### src/rtl/orr_pkg.sv
package orr_pkg;

    // Select codes driven to each ALU-input multiplexer
    typedef enum logic [2:0] {
        SEL_RF      = 3'd0,
        SEL_PREV    = 3'd1,
        SEL_PREV_X  = 3'd2,
        SEL_BACK2   = 3'd3,
        SEL_ZERO    = 3'd4,
        SEL_BACK2_X = 3'd5
    } sel_e;

    // Candidate ordering, which is also the reuse priority
    localparam int unsigned CAND_PREV    = 0;
    localparam int unsigned CAND_PREV_X  = 1;
    localparam int unsigned CAND_BACK2   = 2;
    localparam int unsigned CAND_BACK2_X = 3;
    localparam int unsigned NCAND        = 4;

endpackage

### src/rtl/orr_port_match.sv
module orr_port_match
    import orr_pkg::*;
#(
    parameter int unsigned AW       = 5,
    parameter bit          EN_SWAP  = 1'b1,
    parameter bit          EN_BACK2 = 1'b1
) (
    input  logic          valid,
    input  logic          use_src,
    input  logic [AW-1:0] src,
    input  logic          wr_en,
    input  logic [AW-1:0] wr_addr,
    input  logic          cand_vld [NCAND],
    input  logic [AW-1:0] cand_tag [NCAND],
    output sel_e          sel,
    output logic          rd_en
);

    logic             wr_hit;
    logic [NCAND-1:0] hit;
    logic [NCAND-1:0] allow;
    logic [NCAND-1:0] usable;

    assign wr_hit = wr_en && (wr_addr == src);

    for (genvar c = 0; c < NCAND; c++) begin : g_cand
        assign hit[c] = cand_vld[c] && (cand_tag[c] == src) && !wr_hit;
    end

    assign allow[CAND_PREV]    = 1'b1;
    assign allow[CAND_PREV_X]  = EN_SWAP;
    assign allow[CAND_BACK2]   = EN_BACK2;
    assign allow[CAND_BACK2_X] = EN_BACK2;
    assign usable              = hit & allow;

    always_comb begin
        if (!valid || !use_src || (src == '0)) begin
            sel = SEL_ZERO;
        end else if (usable[CAND_PREV]) begin
            sel = SEL_PREV;
        end else if (usable[CAND_PREV_X]) begin
            sel = SEL_PREV_X;
        end else if (usable[CAND_BACK2]) begin
            sel = SEL_BACK2;
        end else if (usable[CAND_BACK2_X]) begin
            sel = SEL_BACK2_X;
        end else begin
            sel = SEL_RF;
        end
    end

    assign rd_en = (sel == SEL_RF);

endmodule

### src/rtl/orr_operand_mux.sv
module orr_operand_mux
    import orr_pkg::*;
#(
    parameter int unsigned DW = 32
) (
    input  sel_e          sel,
    input  logic [DW-1:0] rf_rdata,
    input  logic [DW-1:0] cand_val [NCAND],
    output logic [DW-1:0] op
);

    always_comb begin
        unique case (sel)
            SEL_RF:      op = rf_rdata;
            SEL_PREV:    op = cand_val[CAND_PREV];
            SEL_PREV_X:  op = cand_val[CAND_PREV_X];
            SEL_BACK2:   op = cand_val[CAND_BACK2];
            SEL_BACK2_X: op = cand_val[CAND_BACK2_X];
            default:     op = '0;
        endcase
    end

endmodule

### src/rtl/orr_read_counter.sv
module orr_read_counter #(
    parameter int unsigned CW    = 32,
    parameter int unsigned PORTS = 2
) (
    input  logic             clk,
    input  logic             rst_n,
    input  logic [PORTS-1:0] rd_en,
    output logic [CW-1:0]    count
);

    localparam int unsigned SW = $clog2(PORTS + 1);

    logic [CW-1:0] count_d, count_q;
    logic [SW-1:0] step;

    always_comb begin
        step = '0;
        for (int i = 0; i < PORTS; i++) begin
            step = step + SW'(rd_en[i]);
        end
        count_d = count_q + CW'(step);
    end

    always_ff @(posedge clk or negedge rst_n) begin
        if (!rst_n) begin
            count_q <= '0;
        end else begin
            count_q <= count_d;
        end
    end

    assign count = count_q;

endmodule

### src/rtl/orr_read_ctrl.sv
module orr_read_ctrl
    import orr_pkg::*;
#(
    parameter int unsigned DATA_W     = 32,
    parameter int unsigned RF_ENTRIES = 32,
    parameter int unsigned CNT_W      = 32,
    parameter bit          EN_SWAP    = 1'b1,
    parameter bit          EN_BACK2   = 1'b1
) (
    input  logic                          clk,
    input  logic                          rst_n,
    input  logic                          in_valid,
    input  logic                          use_a,
    input  logic [$clog2(RF_ENTRIES)-1:0] src_a,
    input  logic                          use_b,
    input  logic [$clog2(RF_ENTRIES)-1:0] src_b,
    input  logic                          wr_en,
    input  logic [$clog2(RF_ENTRIES)-1:0] wr_addr,
    input  logic [DATA_W-1:0]             rf_rdata_a,
    input  logic [DATA_W-1:0]             rf_rdata_b,
    output logic                          rd_en_a,
    output logic                          rd_en_b,
    output logic [2:0]                    sel_a,
    output logic [2:0]                    sel_b,
    output logic [DATA_W-1:0]             op_a,
    output logic [DATA_W-1:0]             op_b,
    output logic [CNT_W-1:0]              read_count
);

    localparam int unsigned AW    = $clog2(RF_ENTRIES);
    localparam int unsigned NPORT = 2;
    localparam int unsigned DEPTH = 2;

    typedef struct packed {
        logic [AW-1:0]     tag;
        logic              vld;
        logic [DATA_W-1:0] val;
    } slot_t;

    typedef struct packed {
        slot_t [DEPTH-1:0][NPORT-1:0] slot;
    } state_t;

    state_t state_d, state_q;

    logic [AW-1:0]     src_w   [NPORT];
    logic              use_w   [NPORT];
    logic [DATA_W-1:0] rdata_w [NPORT];
    sel_e              sel_w   [NPORT];
    logic [DATA_W-1:0] op_w    [NPORT];
    logic [NPORT-1:0]  rd_w;

    assign src_w[0]   = src_a;
    assign src_w[1]   = src_b;
    assign use_w[0]   = use_a;
    assign use_w[1]   = use_b;
    assign rdata_w[0] = rf_rdata_a;
    assign rdata_w[1] = rf_rdata_b;

    for (genvar p = 0; p < NPORT; p++) begin : g_port
        localparam int unsigned OTHER = NPORT - 1 - p;

        logic              c_vld [NCAND];
        logic [AW-1:0]     c_tag [NCAND];
        logic [DATA_W-1:0] c_val [NCAND];

        assign c_vld[CAND_PREV]    = state_q.slot[0][p].vld;
        assign c_tag[CAND_PREV]    = state_q.slot[0][p].tag;
        assign c_val[CAND_PREV]    = state_q.slot[0][p].val;
        assign c_vld[CAND_PREV_X]  = state_q.slot[0][OTHER].vld;
        assign c_tag[CAND_PREV_X]  = state_q.slot[0][OTHER].tag;
        assign c_val[CAND_PREV_X]  = state_q.slot[0][OTHER].val;
        assign c_vld[CAND_BACK2]   = state_q.slot[1][p].vld;
        assign c_tag[CAND_BACK2]   = state_q.slot[1][p].tag;
        assign c_val[CAND_BACK2]   = state_q.slot[1][p].val;
        assign c_vld[CAND_BACK2_X] = state_q.slot[1][OTHER].vld;
        assign c_tag[CAND_BACK2_X] = state_q.slot[1][OTHER].tag;
        assign c_val[CAND_BACK2_X] = state_q.slot[1][OTHER].val;

        orr_port_match #(
            .AW       (AW),
            .EN_SWAP  (EN_SWAP),
            .EN_BACK2 (EN_BACK2)
        ) u_match (
            .valid    (in_valid),
            .use_src  (use_w[p]),
            .src      (src_w[p]),
            .wr_en    (wr_en),
            .wr_addr  (wr_addr),
            .cand_vld (c_vld),
            .cand_tag (c_tag),
            .sel      (sel_w[p]),
            .rd_en    (rd_w[p])
        );

        orr_operand_mux #(
            .DW (DATA_W)
        ) u_mux (
            .sel      (sel_w[p]),
            .rf_rdata (rdata_w[p]),
            .cand_val (c_val),
            .op       (op_w[p])
        );
    end

    // Next-state: drop copies hit by a write, then shift on a valid instruction
    always_comb begin
        state_d = state_q;
        for (int d = 0; d < DEPTH; d++) begin
            for (int p = 0; p < NPORT; p++) begin
                if (wr_en && (state_d.slot[d][p].tag == wr_addr)) begin
                    state_d.slot[d][p].vld = 1'b0;
                end
            end
        end
        if (in_valid) begin
            for (int d = DEPTH - 1; d > 0; d--) begin
                state_d.slot[d] = state_d.slot[d-1];
            end
            for (int p = 0; p < NPORT; p++) begin
                state_d.slot[0][p].tag = src_w[p];
                state_d.slot[0][p].val = op_w[p];
                state_d.slot[0][p].vld = use_w[p] && (src_w[p] != '0)
                                         && !(wr_en && (wr_addr == src_w[p]));
            end
        end
    end

    always_ff @(posedge clk or negedge rst_n) begin
        if (!rst_n) begin
            state_q <= '0;
        end else begin
            state_q <= state_d;
        end
    end

    orr_read_counter #(
        .CW    (CNT_W),
        .PORTS (NPORT)
    ) u_count (
        .clk   (clk),
        .rst_n (rst_n),
        .rd_en (rd_w),
        .count (read_count)
    );

    assign rd_en_a = rd_w[0];
    assign rd_en_b = rd_w[1];
    assign sel_a   = sel_w[0];
    assign sel_b   = sel_w[1];
    assign op_a    = op_w[0];
    assign op_b    = op_w[1];

endmodule

### config.mk
export PLATFORM = sky130hd
export DESIGN_NAME = orr_read_ctrl
export DESIGN_NICKNAME = d
export VERILOG_FILES = /design/src/rtl/orr_pkg.sv /design/src/rtl/orr_port_match.sv /design/src/rtl/orr_operand_mux.sv /design/src/rtl/orr_read_counter.sv /design/src/rtl/orr_read_ctrl.sv
export SDC_FILE = /design/constraint.sdc
export NUM_CORES = 1
export LEC_CHECK = 0
export BUFFER_PORTS_ARGS = -buffer_cell sky130_fd_sc_hd__buf_2
export CAP_MARGIN = 20
export CORE_MARGIN = 3
export CORE_UTILIZATION = 42
export DETAILED_ROUTE_END_ITERATION = 7
export HOLD_SLACK_MARGIN = 0.08
export SETUP_SLACK_MARGIN = 0.3
export SYNTH_ARGS = -nofsm -noshare
export SYNTH_HDL_FRONTEND = slang
export SYNTH_SLANG_ARGS = --single-unit
### constraint.sdc
create_clock -name clk -period 8.3 [get_ports clk]
set_clock_uncertainty 0.15 [all_clocks]
set_input_delay 0.83 -clock clk [delete_from_list [all_inputs] [get_ports clk]]
set_output_delay 0.83 -clock clk [all_outputs]
set_load 0.01 [all_outputs]
==> impl_results.md <==
- Status: finished clean
- Yosys warns: 0
- Setup TNS: 0 ns
- Cell variety after synth: 59
- Die W: 163 µm
- Cts repair resizes: 0
- Core Region: 23900 µm²
- CTS tree: built
- # port buffers: 188
- Reg2reg start: g_port[0].c_tag[11]
- RSZ-0062 raised after global routing: false
- Synth Area in XOR/XNOR: 8.65%
- Synth-to-Final Area Change: 16.1%
- CP delay by family, top: buffers and inverters
- Post-Synth Simple-Gate Area: 17.1%
- Worst setup path endpoint: op_b[13]
- PnR worst setup slack: 2.91 ns
- Buffers & Inverters on Critical Path: 3
- Slew headroom: 20.1%
- Worst-Skew Late Latency: 0.43 ns
- Levels on crit path: 8
- Largest net degree at the start of global routing: 119
- Vias/cell: 5.70
- Post-synthesis cell count: 1023
- Non-Filler Instances: 1499
- Mux cell area share after synthesis: 7.91%
- Fmax: 186 MHz
- P_int: 1.57 mW
- Total CTS buffers: 17
- Max VDD drop: 0.000125 V
- Layout cells sized above 1: 30.7%
- Pre-CTS setup slack: 2.70 ns
- Most frequent cells in the layout: buf_2 (186), dfrtp_1 (184), nand2_1 (146), mux2_2 (73), nand3_1 (58)
- Final count of hold timing violations: 0
- Post-synthesis async set-or-reset flop share: 100%
- CTS Buffer Depth: 2
- Max-cap violations: 0
- Dpl cells: 1467
- Drt first pass iters: 5
- Worst min path class: reg -> reg
- Total Wirelength: 30200 µm
- Power per cell area: 189 nW/µm²
- Worst setup startpoint: in_valid
- H-tree Lvls: 4
- Leakage power: 5.75 nW
- Die height: 163 µm
- Worst-margin pin slew: 1.20 ns
- Final setup vio count: 0
- Final Net Count: 1254
- CTS clk-pin slew, worst paths: 0.08 ns
- Drc violations: 0
- Critical Path End Type: primary output
- Clk pwr share: 35.4%
- Seq/Total Area, Yosys: 44.3%
- Total congestion overflow: 0
- Antenna violations before repair: 2
- Slowest CP cell: nor4b_4
- Most common cell after layout, fill and taps aside: buf_2
- Vias in the first global route: 8426
- Row count: 56
- Startpoint Class: input pin
- Post-synthesis register bit count: 184
- Most used cell, CP: buf_4
- Crit share post-route: 64.9%
- Largest family of logic cells by synthesized area: compound AO/OA/AOI/OAI gates
- # IOs: 189
- R2R setup slack: 3.26 ns
- Total die area: 26700 µm²
- Antenna viol nets, final: 0
- Gr usage total: 22.8%
- Setup bufs post-CTS: 0
- Final min period: 5.39 ns
- Hpwl dp: 20000 µm
- Routed vias: 8539
- Hold_buf cts: 0
- Syn Nets: 1110
- Cell area after layout: 12100 µm²
- EDFF count, synth: 0
- Clock sinks: 184
- Starting Density: 43.5%
- Crit-path cells: buf_4, o311a_1, nand2b_2, nor4b_4, buf_4, a221oi_1, o21ai_0, buf_2
- Initial DRC Count: 767
- Switching Share: 31.2%
- Worst-path fanout max: 77
- Worst hold path startpoint: u_count.count[31]
- Reg2reg end: u_count.count[30]
- Setup CP Type: in -> out
- CP max stage delay: 0.74 ns
- Part of the power in registers: 48.5%
- Synth Cell Area: 10400 µm²
- Sw power: 711 µW
- First-pass GRT wire length: 47700 µm
- Worst EP required: 7.32 ns
- Synth Area in Compound Gates: 17.2%
- Routability cong.: 0.859
- Syn avg cell area: 10.2 µm²
- CTS root buf: clkbuf_16
- R2R cell count: 15
- Placed Area: 11500 µm²
- Ys flop type: dfrtp_1
- DR WL/cell: 20.1 µm
- Final Util: 50.5%
- Tot Pwr: 2.28 mW
- Crit path DAT: 4.41 ns
- Worst Hold Slack: 0.324 ns
- # diodes: 0
- Comb pwr share: 16.1%
- Synth Area in Adders: 0.313%
- Max Slew Vio Count: 0
## worst min path at each step
| stage | end | slack [ns] | cells after the start |
|---|---|---|---|
| after floorplan | g_port[0].c_val[90] | 0.33 | 2 |
| after global placement | u_count.count[31] | 0.31 | 1 |
| after detailed placement | u_count.count[31] | 0.31 | 1 |
| after CTS | u_count.count[31] | 0.32 | 1 |
| after global routing | u_count.count[31] | 0.34 | 1 |
| final | u_count.count[31] | 0.32 | 1 |
## cell type report
class,count,area (µm²)
Fill cell,2269,11800
Multi-Input combinational cell,745,5360
Sequential cell,184,4600
Timing Repair Buffer,201,1050
Clock buffer,17,425
Tap cell,319,399
Clock inverter,15,154
Inverter,18,67.6
## power by group through the flow
stage | clock network [mW] | logic [mW] | registers, mW
2_1_floorplan | 0 | 0.242 | 1.10
3_3_place_gp | 0 | 0.365 | 1.12
3_5_place_dp | 0 | 0.370 | 1.12
4_1_cts | 0.826 | 0.371 | 1.11
5_1_grt | 0.868 | 0.409 | 1.12
6_report | 0.806 | 0.367 | 1.11
## routing by layer
layer	track usage, %	part of all wire (%)
met3	4.62	7.3
met5	0	0.070
met4	5.57	1.6
met1	33.1	45
met2	35.3	46
## state kept, by name (all words and copies together), names as in the netlist
| register | cells |
|---|---|
| g_port.c_val | 128 |
| u_count.count | 32 |
| g_port.c_tag | 20 |
| g_port.c_vld | 4 |
## cell usage after synthesis, types with 28 or more instances
cell type / n / share of area [%]
nand2_1: 146 / 5.3
o21ai_0: 35 / 1.7
xor2_1: 54 / 4.6
clkbuf_1: 34 / 1.2
nor2_1: 36 / 1.3
and2_1: 32 / 1.9
mux2_2: 73 / 7.9
nand3_1: 58 / 2.8
xnor2_1: 43 / 3.6
buf_2: 28 / 1.3
a22oi_1: 47 / 3.4
dfrtp_1: 184 / 44
## cells by family (layout without fill, tap and decap cells)
family / after synthesis / after routing
AOI/OAI and AO/OA: 212 / 212
xor gates and xnor gates: 100 / 100
adders and majority gates: 2 / 2
buffers and inverters: 94 / 251
DFF: 184 / 184
muxes: 73 / 73
and+or+nand+nor: 358 / 358
(Power assumes the default switching activity.)
